## src/rtl/ccd_tg_pkg.sv

```systemverilog
`timescale 1ns/1ps
// Shared types for the CCD line timing generator.
// Assumes: nothing beyond IEEE 1800-2017.
package ccd_tg_pkg;
    // Phases of one line, in the order they run.
    typedef enum logic [2:0] {
        PH_IDLE = 3'd0,
        PH_PRE  = 3'd1,
        PH_TG   = 3'd2,
        PH_POST = 3'd3,
        PH_READ = 3'd4
    } phase_e;
endpackage

```

## src/rtl/ccd_line_seq.sv

```systemverilog
`timescale 1ns/1ps
// Line sequencer: walks idle -> pre-gap -> transfer pulse -> post-gap -> readout.
// Assumes: gap_q and tg_q are >= 1 and stay stable for the line (captured by the top).
module ccd_line_seq
    import ccd_tg_pkg::*;
#(
    parameter int TW = 16
) (
    input  logic          clk,
    input  logic          rst_n,
    input  logic          run,
    input  logic [TW-1:0] gap_q,
    input  logic [TW-1:0] tg_q,
    input  logic          line_end,
    output phase_e        phase,
    output logic          load_cfg,
    output logic          tg
);
    logic [TW-1:0] ptick;

    // Request a configuration capture on every line start.
    always_comb load_cfg = run && ((phase == PH_IDLE) || line_end);

    // Transfer-gate clock is simply the transfer phase.
    always_comb tg = (phase == PH_TG);

    // Phase state machine with a per-phase tick counter.
    always_ff @(posedge clk) begin
        if (!rst_n) begin
            phase <= PH_IDLE;
            ptick <= '0;
        end else begin
            case (phase)
                PH_IDLE: begin
                    ptick <= '0;
                    if (run) phase <= PH_PRE;
                end
                PH_PRE: begin
                    if (ptick == gap_q - TW'(1)) begin
                        phase <= PH_TG;
                        ptick <= '0;
                    end else ptick <= ptick + TW'(1);
                end
                PH_TG: begin
                    if (ptick == tg_q - TW'(1)) begin
                        phase <= PH_POST;
                        ptick <= '0;
                    end else ptick <= ptick + TW'(1);
                end
                PH_POST: begin
                    if (ptick == gap_q - TW'(1)) begin
                        phase <= PH_READ;
                        ptick <= '0;
                    end else ptick <= ptick + TW'(1);
                end
                PH_READ: begin
                    ptick <= '0;
                    if (line_end) phase <= run ? PH_PRE : PH_IDLE;
                end
                default: begin
                    phase <= PH_IDLE;
                    ptick <= '0;
                end
            endcase
        end
    end


    read_entry_chk: assert property (@(posedge clk) disable iff (!rst_n)
        (phase == PH_READ && $past(phase) != PH_READ) |-> $past(phase) == PH_POST);


    line_end_exit_chk: assert property (@(posedge clk) disable iff (!rst_n)
        line_end |=> (phase == PH_PRE || phase == PH_IDLE));
endmodule

```

## src/rtl/ccd_pix_cnt.sv

```systemverilog
`timescale 1ns/1ps
// Pixel counter: counts ticks within a slot and slots within a readout, and classifies each slot.
// Assumes: pix_q >= 1 and stable during readout; VALID is even so pixels pair up.
module ccd_pix_cnt
    import ccd_tg_pkg::*;
#(
    parameter int TW    = 16,
    parameter int XW    = 16,
    parameter int PW    = 18,
    parameter int INV   = 4,
    parameter int OB    = 48,
    parameter int VALID = 21360
) (
    input  logic          clk,
    input  logic          rst_n,
    input  phase_e        phase,
    input  logic [TW-1:0] pix_q,
    input  logic [XW-1:0] extra_q,
    output logic          in_read,
    output logic [TW-1:0] tick,
    output logic          pix_odd,
    output logic          line_end,
    output logic          cls_inv,
    output logic          cls_ob,
    output logic          cls_valid,
    output logic          cls_dummy
);
    localparam int B_OB    = INV;
    localparam int B_INV2  = INV + OB;
    localparam int B_VALID = 2 * INV + OB;
    localparam int B_DUMMY = B_VALID + VALID;

    logic [PW-1:0] k;
    logic [PW-1:0] last_k;
    logic          slot_end;

    // Index of the final slot of this line.
    always_comb last_k = PW'(B_DUMMY) + PW'({extra_q, 1'b0}) - PW'(1);

    // Slot and line completion flags.
    always_comb begin
        in_read  = (phase == PH_READ);
        slot_end = in_read && (tick == pix_q - TW'(1));
        line_end = slot_end && (k == last_k);
        pix_odd  = k[0];
    end

    // Tick and slot counters, cleared whenever not reading out.
    always_ff @(posedge clk) begin
        if (!rst_n || !in_read) begin
            tick <= '0;
            k    <= '0;
        end else if (slot_end) begin
            tick <= '0;
            k    <= (k == last_k) ? '0 : k + PW'(1);
        end else begin
            tick <= tick + TW'(1);
        end
    end

    // Decode the slot index into its pixel class.
    always_comb begin
        cls_inv   = 1'b0;
        cls_ob    = 1'b0;
        cls_valid = 1'b0;
        cls_dummy = 1'b0;
        if (in_read) begin
            if (k < PW'(B_OB))         cls_inv   = 1'b1;
            else if (k < PW'(B_INV2))  cls_ob    = 1'b1;
            else if (k < PW'(B_VALID)) cls_inv   = 1'b1;
            else if (k < PW'(B_DUMMY)) cls_valid = 1'b1;
            else                       cls_dummy = 1'b1;
        end
    end


    class_onehot_chk: assert property (@(posedge clk) disable iff (!rst_n)
        in_read |-> $countones({cls_inv, cls_ob, cls_valid, cls_dummy}) == 1);


    valid_order_chk: assert property (@(posedge clk) disable iff (!rst_n)
        $rose(cls_valid) |-> $past(cls_inv));
endmodule

```

## src/rtl/ccd_clk_shaper.sv

```systemverilog
`timescale 1ns/1ps
// Clock shaper: forms shift, reset-gate, clamp and strobe waveforms from phase and slot position.
// Assumes: rst_q >= 1, rst_q + clb_q <= pix_q, rst_q + smp_q < pix_q.
module ccd_clk_shaper
    import ccd_tg_pkg::*;
#(
    parameter int TW = 16
) (
    input  logic          clk,
    input  logic          rst_n,
    input  phase_e        phase,
    input  logic          in_read,
    input  logic [TW-1:0] tick,
    input  logic          pix_odd,
    input  logic          mode_q,
    input  logic [TW-1:0] rst_q,
    input  logic [TW-1:0] clb_q,
    input  logic [TW-1:0] smp_q,
    output logic          sh1,
    output logic          sh2,
    output logic          sh1l,
    output logic          sh2l,
    output logic          rg,
    output logic          clb,
    output logic          stb
);
    logic [TW:0] t_x;
    logic [TW:0] clb_end;
    logic [TW:0] stb_at;

    // Widen the slot position and edges by one bit so sums cannot wrap.
    always_comb begin
        t_x     = {1'b0, tick};
        clb_end = {1'b0, rst_q} + {1'b0, clb_q};
        stb_at  = {1'b0, rst_q} + {1'b0, smp_q};
    end

    // Shift clocks: phase 1 high on even slots, held high outside readout.
    always_comb begin
        sh1  = in_read ? ~pix_odd : 1'b1;
        sh2  = ~sh1;
        sh1l = sh1;
        sh2l = sh2;
    end

    // Reset gate at the head of each slot; forced high outside readout.
    always_comb rg = in_read ? (tick < rst_q) : 1'b1;

    // Clamp clock: per-pixel pulse after reset, or the inverse of the transfer gate.
    always_comb begin
        if (mode_q) clb = (phase != PH_TG);
        else        clb = in_read ? ((t_x >= {1'b0, rst_q}) && (t_x < clb_end)) : 1'b1;
    end

    // ADC strobe a fixed delay after the reset pulse falls.
    always_comb stb = in_read && (t_x == stb_at);


    sh_edge_chk: assert property (@(posedge clk) disable iff (!rst_n)
        (in_read && $past(in_read) && sh1 != $past(sh1)) |-> tick == '0);


    stb_rg_chk: assert property (@(posedge clk) disable iff (!rst_n)
        stb |-> !rg);


    clb_after_rg_chk: assert property (@(posedge clk) disable iff (!rst_n)
        (!mode_q && in_read && $rose(clb)) |-> $fell(rg));
endmodule

```

## src/rtl/ccd_line_timer.sv

```systemverilog
`timescale 1ns/1ps
// Top: CCD line readout timing generator. Captures configuration at each line start and
// ties together the line sequencer, the pixel counter and the clock shaper.
// Assumes: configuration values meet the minimums listed on the ports; VALID_PIX is even.
module ccd_line_timer
    import ccd_tg_pkg::*;
#(
    parameter int TW        = 16,
    parameter int XW        = 16,
    parameter int INV_PIX   = 4,
    parameter int OB_PIX    = 48,
    parameter int VALID_PIX = 21360
) (
    input  logic          clk,
    input  logic          rst_n,
    input  logic          run,
    input  logic          clamp_mode,
    input  logic [TW-1:0] tg_ticks,
    input  logic [TW-1:0] gap_ticks,
    input  logic [TW-1:0] pix_ticks,
    input  logic [TW-1:0] rst_ticks,
    input  logic [TW-1:0] clb_ticks,
    input  logic [TW-1:0] smp_ticks,
    input  logic [XW-1:0] extra_pairs,
    output logic          tg_o,
    output logic          sh1_o,
    output logic          sh2_o,
    output logic          sh1l_o,
    output logic          sh2l_o,
    output logic          rg_o,
    output logic          clb_o,
    output logic          adc_stb_o,
    output logic          cls_inv_o,
    output logic          cls_ob_o,
    output logic          cls_valid_o,
    output logic          cls_dummy_o
);
    localparam int LEAD = 2 * INV_PIX + OB_PIX;
    localparam int PW   = $clog2(LEAD + VALID_PIX + 2 * (2 ** XW)) + 1;

    phase_e        phase;
    logic          load_cfg;
    logic          line_end;
    logic          in_read;
    logic [TW-1:0] tick;
    logic          pix_odd;

    logic          mode_q;
    logic [TW-1:0] tg_q, gap_q, pix_q, rst_q, clb_q, smp_q;
    logic [XW-1:0] extra_q;

    // Shadow the configuration so one line always uses one consistent set.
    always_ff @(posedge clk) begin
        if (!rst_n) begin
            mode_q  <= 1'b0;
            tg_q    <= '0;
            gap_q   <= '0;
            pix_q   <= '0;
            rst_q   <= '0;
            clb_q   <= '0;
            smp_q   <= '0;
            extra_q <= '0;
        end else if (load_cfg) begin
            mode_q  <= clamp_mode;
            tg_q    <= tg_ticks;
            gap_q   <= gap_ticks;
            pix_q   <= pix_ticks;
            rst_q   <= rst_ticks;
            clb_q   <= clb_ticks;
            smp_q   <= smp_ticks;
            extra_q <= extra_pairs;
        end
    end

    ccd_line_seq #(.TW(TW)) u_seq (
        .clk      (clk),
        .rst_n    (rst_n),
        .run      (run),
        .gap_q    (gap_q),
        .tg_q     (tg_q),
        .line_end (line_end),
        .phase    (phase),
        .load_cfg (load_cfg),
        .tg       (tg_o)
    );

    ccd_pix_cnt #(
        .TW(TW), .XW(XW), .PW(PW),
        .INV(INV_PIX), .OB(OB_PIX), .VALID(VALID_PIX)
    ) u_pix (
        .clk       (clk),
        .rst_n     (rst_n),
        .phase     (phase),
        .pix_q     (pix_q),
        .extra_q   (extra_q),
        .in_read   (in_read),
        .tick      (tick),
        .pix_odd   (pix_odd),
        .line_end  (line_end),
        .cls_inv   (cls_inv_o),
        .cls_ob    (cls_ob_o),
        .cls_valid (cls_valid_o),
        .cls_dummy (cls_dummy_o)
    );

    ccd_clk_shaper #(.TW(TW)) u_shape (
        .clk     (clk),
        .rst_n   (rst_n),
        .phase   (phase),
        .in_read (in_read),
        .tick    (tick),
        .pix_odd (pix_odd),
        .mode_q  (mode_q),
        .rst_q   (rst_q),
        .clb_q   (clb_q),
        .smp_q   (smp_q),
        .sh1     (sh1_o),
        .sh2     (sh2_o),
        .sh1l    (sh1l_o),
        .sh2l    (sh2l_o),
        .rg      (rg_o),
        .clb     (clb_o),
        .stb     (adc_stb_o)
    );
endmodule

```

## config.mk

```make
export PLATFORM = sky130hd
export DESIGN_NAME = ccd_line_timer
export DESIGN_NICKNAME = d
export VERILOG_FILES = /design/src/rtl/ccd_tg_pkg.sv /design/src/rtl/ccd_line_seq.sv /design/src/rtl/ccd_pix_cnt.sv /design/src/rtl/ccd_clk_shaper.sv /design/src/rtl/ccd_line_timer.sv
export SDC_FILE = /design/constraint.sdc
export NUM_CORES = 1
export LEC_CHECK = 0
export BUFFER_PORTS_ARGS = -buffer_cell sky130_fd_sc_hd__buf_2
export CORE_MARGIN = 2
export CORE_UTILIZATION = 38
export CTS_CLUSTER_DIAMETER = 120
export DETAILED_ROUTE_END_ITERATION = 8
export GPL_TIMING_DRIVEN = 0
export PLACE_DENSITY = 0.55
export SETUP_SLACK_MARGIN = 0.4
export SYNTH_ARGS = -nofsm -noshare
export SYNTH_HDL_FRONTEND = slang
export SYNTH_HIERARCHICAL = 1
export SYNTH_SLANG_ARGS = --single-unit
export TNS_END_PERCENT = 5
```

## constraint.sdc

```tcl
create_clock -name clk -period 3.5 [get_ports clk]
set_input_delay 0.175 -clock clk [delete_from_list [all_inputs] [get_ports clk]]
set_output_delay 0.175 -clock clk [all_outputs]
set_load 0.005 [all_outputs]
```

==> results by stage <==
Critical path:
- The critical path is of the reg -> out type.
- The largest fanout on the critical path is 5.
- The highest cell delay on the worst timing path is a little under 500 ps.
- For the worst flop-to-flop path, the logic depth is 15.
- In this run the worst setup path begins at rst_q[7]$_SDFFE_PN0P_.
- The required time at the endpoint of the critical path is around 3300 ps.
- Traced cell by cell, the critical path runs through ha_1, a21oi_1, nor2_1, or4_1, o22ai_2, o21bai_1, a21oi_1, xor2_1, ha_1, a2111oi_4, o21ai_1, a21oi_2, nor3_2, o32ai_2, buf_2.
- The cell type of the slowest stage on the worst timing path is sky130_fd_sc_hd__or4_1.
- The worst setup path is launched from a flop.
- The end point of the critical path is clb_o.
- In this run the critical register-to-register path is captured at tg_q[6]$_SDFFE_PN0P_.
- The startpoint of the worst register-to-register path is pix_q[1]$_SDFFE_PN0P_.
- In this run the register-to-register setup slack is 10 ps.
- The critical path data arrival time is 3730 ps.
- The critical path capture point type is an output port.

Final layout:
- The leading cell type in the layout, fill and taps excluded is sky130_fd_sc_hd__dfxtp_1.
- Of the cells placed in the final design, the portion with a size suffix greater than 1 is 0.206.
- Relative to the synthesized area, the layout overhead comes to 31.0%.
- In the layout the commonest cells are sky130_fd_sc_hd__dfxtp_1, sky130_fd_sc_hd__buf_2, sky130_fd_sc_hd__nor2b_1, sky130_fd_sc_hd__mux2i_1, sky130_fd_sc_hd__dlygate4sd3_1.
- The net total in the final layout is roughly 1.8k.
- The non-filler instance count after layout is just over 2k.
- The finished layout cell area is 0.0157 mm^2.
- 0 antenna diodes ended up in the layout.

Placement:
- The detailed-placement wirelength estimate is around 25000 um.
- Once placement finished, the instance area stood at 0.0131 mm^2.
- The count of buffers inserted at the top-level ports is between 100 and 150.
- The placer's final routability congestion estimate is 0.865.
- The number of placed cells counting well taps is about 1.9k.
- Timing analysis after detailed placement gives a worst setup slack of -948 ps.

Clocking:
- Clock-pin slew was measured on the worst setup and hold paths at 70 ps.
- The CTS tree is done.
- The clock sink count is around 170.
- The total clock buffers created by CTS is 17.
- Clock latency on the worst-skew pair, taken at its later pin, is roughly 460 ps.
- The root buffer cell chosen for the clock tree is sky130_fd_sc_hd__clkbuf_16.
- The number of buffers between clock root and the deepest sink is 2.
- The number of levels the H-tree was split into is 4.

Timing:
- Between clock sinks in the finished design, the worst skew comes to 17.4 ps.
- Setup violations remaining at the end of the flow were counted as 1.
- Setup repair after global routing could not meet its margin everywhere.
- In the finished design, the share of the clock period the worst path needs comes to 1.11.
- The number of pins with negative max-slew slack in the final report is 0.
- The tightest slew margin relative to the limit is 0.288.
- The fmax is 256 MHz.
- The number of hold-slack violations in the final timing report was 0.
- The final worst setup slack is -402 ps.
- In the final timing run, aggregate negative setup slack is -402 ps.
- For the finished layout, the period the worst path requires is 3900 ps.
- At the pin with the least slew margin, the transition time is ~1100 ps.

Pwr:
- Power comes to between 5 and 6 mW.
- The switching share of total power is 0.306.
- The analysis attributes to cell leakage a power of between 6 and 7 nW.
- The power share of the clock group is 0.360.
- Summed over all nets, the switching power comes to roughly 1.7 mW.
- The worst vdd rail ir drop is roughly 380 uV.
- The proportion of power drawn by combinational gates is 0.263.
- For this design the ratio of total power to cell area is about 360 mW/mm^2.
- The internal power of the cells totals around 3.9 mW.
- The sequential power share is 0.378.

Run:
- The number of violations of the max-capacitance limit is 0.

Logic synthesis:
- The netlist area before placement is around 0.012 mm^2.
- During synthesis, Yosys emitted a total of 6 warnings.
- The number of nets handed over by synthesis was 1534.
- In the synthesized netlist the async set-or-reset flop fraction comes to 0.
- The simple-gate share of the synthesized area is 0.250.
- The post-synthesis cell type count is 98.
- The share of synthesized area in the top cell type comes to 0.279.
- The multiplexer share of the synthesized area is 0.103.
- Of the total synthesized cell area, the portion taken by XOR and XNOR cells is 0.114.
- The average size of a mapped cell is ~8.9 um^2.
- The combinational family with the most area after synthesis is simple AND/OR/NAND/NOR gates.
- Ranked by total cell area, the synthesized netlist is headed by sky130_fd_sc_hd__dfxtp_1, sky130_fd_sc_hd__mux2i_1, sky130_fd_sc_hd__ha_1, sky130_fd_sc_hd__nor2b_1, sky130_fd_sc_hd__xnor2_1.
- The flip-flop cell with the highest count after synthesis is sky130_fd_sc_hd__dfxtp_1.
- In the synthesized netlist, the number of instances is between 1k and 1.5k.
- For this run, the register share of the synthesized area comes to 0.279.
- The area fraction in compound gates after synthesis came to 0.130.
- In this run, synthesis produced a sequential element count of around 170.
- The cell taking the most area after synthesis is sky130_fd_sc_hd__dfxtp_1.
- Of the total synthesized cell area, the portion taken by full adders, half adders and majority gates is 0.0764.
- The count of flip-flops with a built-in enable after synthesis is 0.

Run status:
- The final reports fail on setup timing.
- The flow ran to the end, but the final reports show violations.

Floorplan:
- For this configuration, the core starts out at a cell density of 0.383.
- In this run the standard cell core region covers 0.0313 mm^2.
- The floorplan row count is 65.
- The die outline height is approximately 180 um.
- The count of boundary I/O pins is ~130.
- The area of the die is about 0.033 mm^2.
- From left edge to right edge, the die measures between 150 and 200 um.

GRT:
- The initial antenna violation count came to 1.
- The pin count of the biggest net entering global routing is 17.
- The via count of the first global-routing pass is approximately 10k.
- For this run, the total global-route usage over all layers was measured as 0.207.
- The global-route wire length before repair is 54100 um.
- The global route total overflow is 0.

Routing:
- Dividing the detail-routed via count by the number of cells gives around 5.3.
- Detailed routing inserted a total of approximately 11k vias.
- The final routed wire length divided by cell count is ~17 um.
- The first-pass iteration count of the detailed router is 5.
- The routed design has between 30000 and 40000 um of wire.
- The post-detailed-route count of antenna-violating nets is 0.
- For this run, design rule violations remaining after detail routing come to 0.
- The initial DRC count is approximately 560.

Min path:
- The instance count along the most critical hold path is 3.
- The type of the tightest min-delay check is in -> reg.
-- power by group through the flow --
stage / logic (mW) / clock network, mW / registers, mW
floorplan: 0.950 / 0 / 2.12
global placement: 1.19 / 0 / 2.17
detailed placement: 1.21 / 0 / 2.18
CTS: 1.39 / 2.09 / 2.13
global route: 1.62 / 2.15 / 2.15
finish: 1.49 / 2.04 / 2.14
-- Yosys cell counts (9+ instances only) --
cell type / number
sky130_fd_sc_hd__dfxtp_1: 167
sky130_fd_sc_hd__nor2b_1: 130
sky130_fd_sc_hd__mux2i_1: 120
sky130_fd_sc_hd__xnor2_1: 83
sky130_fd_sc_hd__nor2_1: 77
sky130_fd_sc_hd__ha_1: 70
sky130_fd_sc_hd__xor2_1: 67
sky130_fd_sc_hd__nand2_1: 57
sky130_fd_sc_hd__inv_1: 50
sky130_fd_sc_hd__a21oi_1: 48
sky130_fd_sc_hd__o21ai_0: 43
sky130_fd_sc_hd__nand3_1: 41
sky130_fd_sc_hd__nor3_1: 38
sky130_fd_sc_hd__clkbuf_1: 35
sky130_fd_sc_hd__a211oi_1: 30
sky130_fd_sc_hd__nand4_1: 21
sky130_fd_sc_hd__nor4_1: 18
sky130_fd_sc_hd__and3_1: 16
sky130_fd_sc_hd__nor3_2: 11
sky130_fd_sc_hd__nand2b_1: 10
sky130_fd_sc_hd__or3_1: 10
sky130_fd_sc_hd__a31oi_1: 9
-- layer usage --
metal  vias to the layer above  global-route usage  part of all wire
li1                       5390                   -                 -
met1                      5099               0.275              0.47
met2                       265               0.343              0.46
met3                        36              0.0373             0.043
met4                         0              0.0611             0.020
met5                         -                   0                 0
-- final cells by class --
cell class                 instances  area, um^2
clock inverter                    12         164
clock buffer                      20         457
timing repair buffer             254        1950
inverter                          51         194
fill                            2940       15600
sequential                       167        3360
tap                              402         503
multi-input combinational       1068        8560
buffer                            60         498
-- through the flow --
stage | util | hold WS (ps)
floorplan | - | 298
global placement | 0.420 | 430
detailed placement | 0.420 | 438
CTS | 0.486 | 0.557
global route | 0.501 | 15.3
finish | 0.501 | 14.6
-- flip-flops by register name, indices dropped and copies added (netlist names) --
| register | count |
|---|---|
| smp_q | 16 |
| extra_q | 16 |
| u_seq/phase | 3 |
| tg_q | 16 |
| rst_q | 16 |
| u_seq/ptick | 16 |
| clb_q | 16 |
| gap_q | 16 |
| pix_q | 16 |
| mode_q | 1 |
| u_pix/k | 19 |
| u_pix/tick | 16 |
-- critical path, delay by kind of cell (launching register included) --
family          cells  cell delay [ps]
xor+xnor            1               90
buf+inv             1              190
simple gates        3              640
fa+ha+maj           2              600
compound gates      8             1390
flops               1              370
-- how the worst min path moves through the flow --
stage | start | end | slack [ps]
global route | smp_ticks[15] | smp_q[15]$_SDFFE_PN0P_ | 20
finish | clb_ticks[15] | clb_q[15]$_SDFFE_PN0P_ | 10
CTS | extra_pairs[10] | extra_q[10]$_SDFFE_PN0P_ | 0.6
floorplan | rst_n | u_seq/ptick[1]$_SDFF_PN0_ | 300
detailed placement | smp_ticks[9] | smp_q[9]$_SDFFE_PN0P_ | 440
global placement | tg_ticks[0] | tg_q[0]$_SDFFE_PN0P_ | 430
-- what timing repair did --
item / in CTS / in global routing
buffers inserted: 17 / 6
pin swaps: 27 / 48
hold endpoints to repair: 99 / 0
gates resized for setup: 69 / 75
hold buffers: 99 / 0
cloned: 2 / 3
setup endpoints to repair: 155 / 158
-- cells by family (layout without fill, tap and decap cells) --
group	Yosys count	count (layout)
compound gates	225	225
xor+xnor	153	153
fa+ha+maj	72	72
buf+inv	111	397
flops	167	167
mux	123	123
simple gates	495	495
No activity file was read; power rests on OpenSTA's default activity.
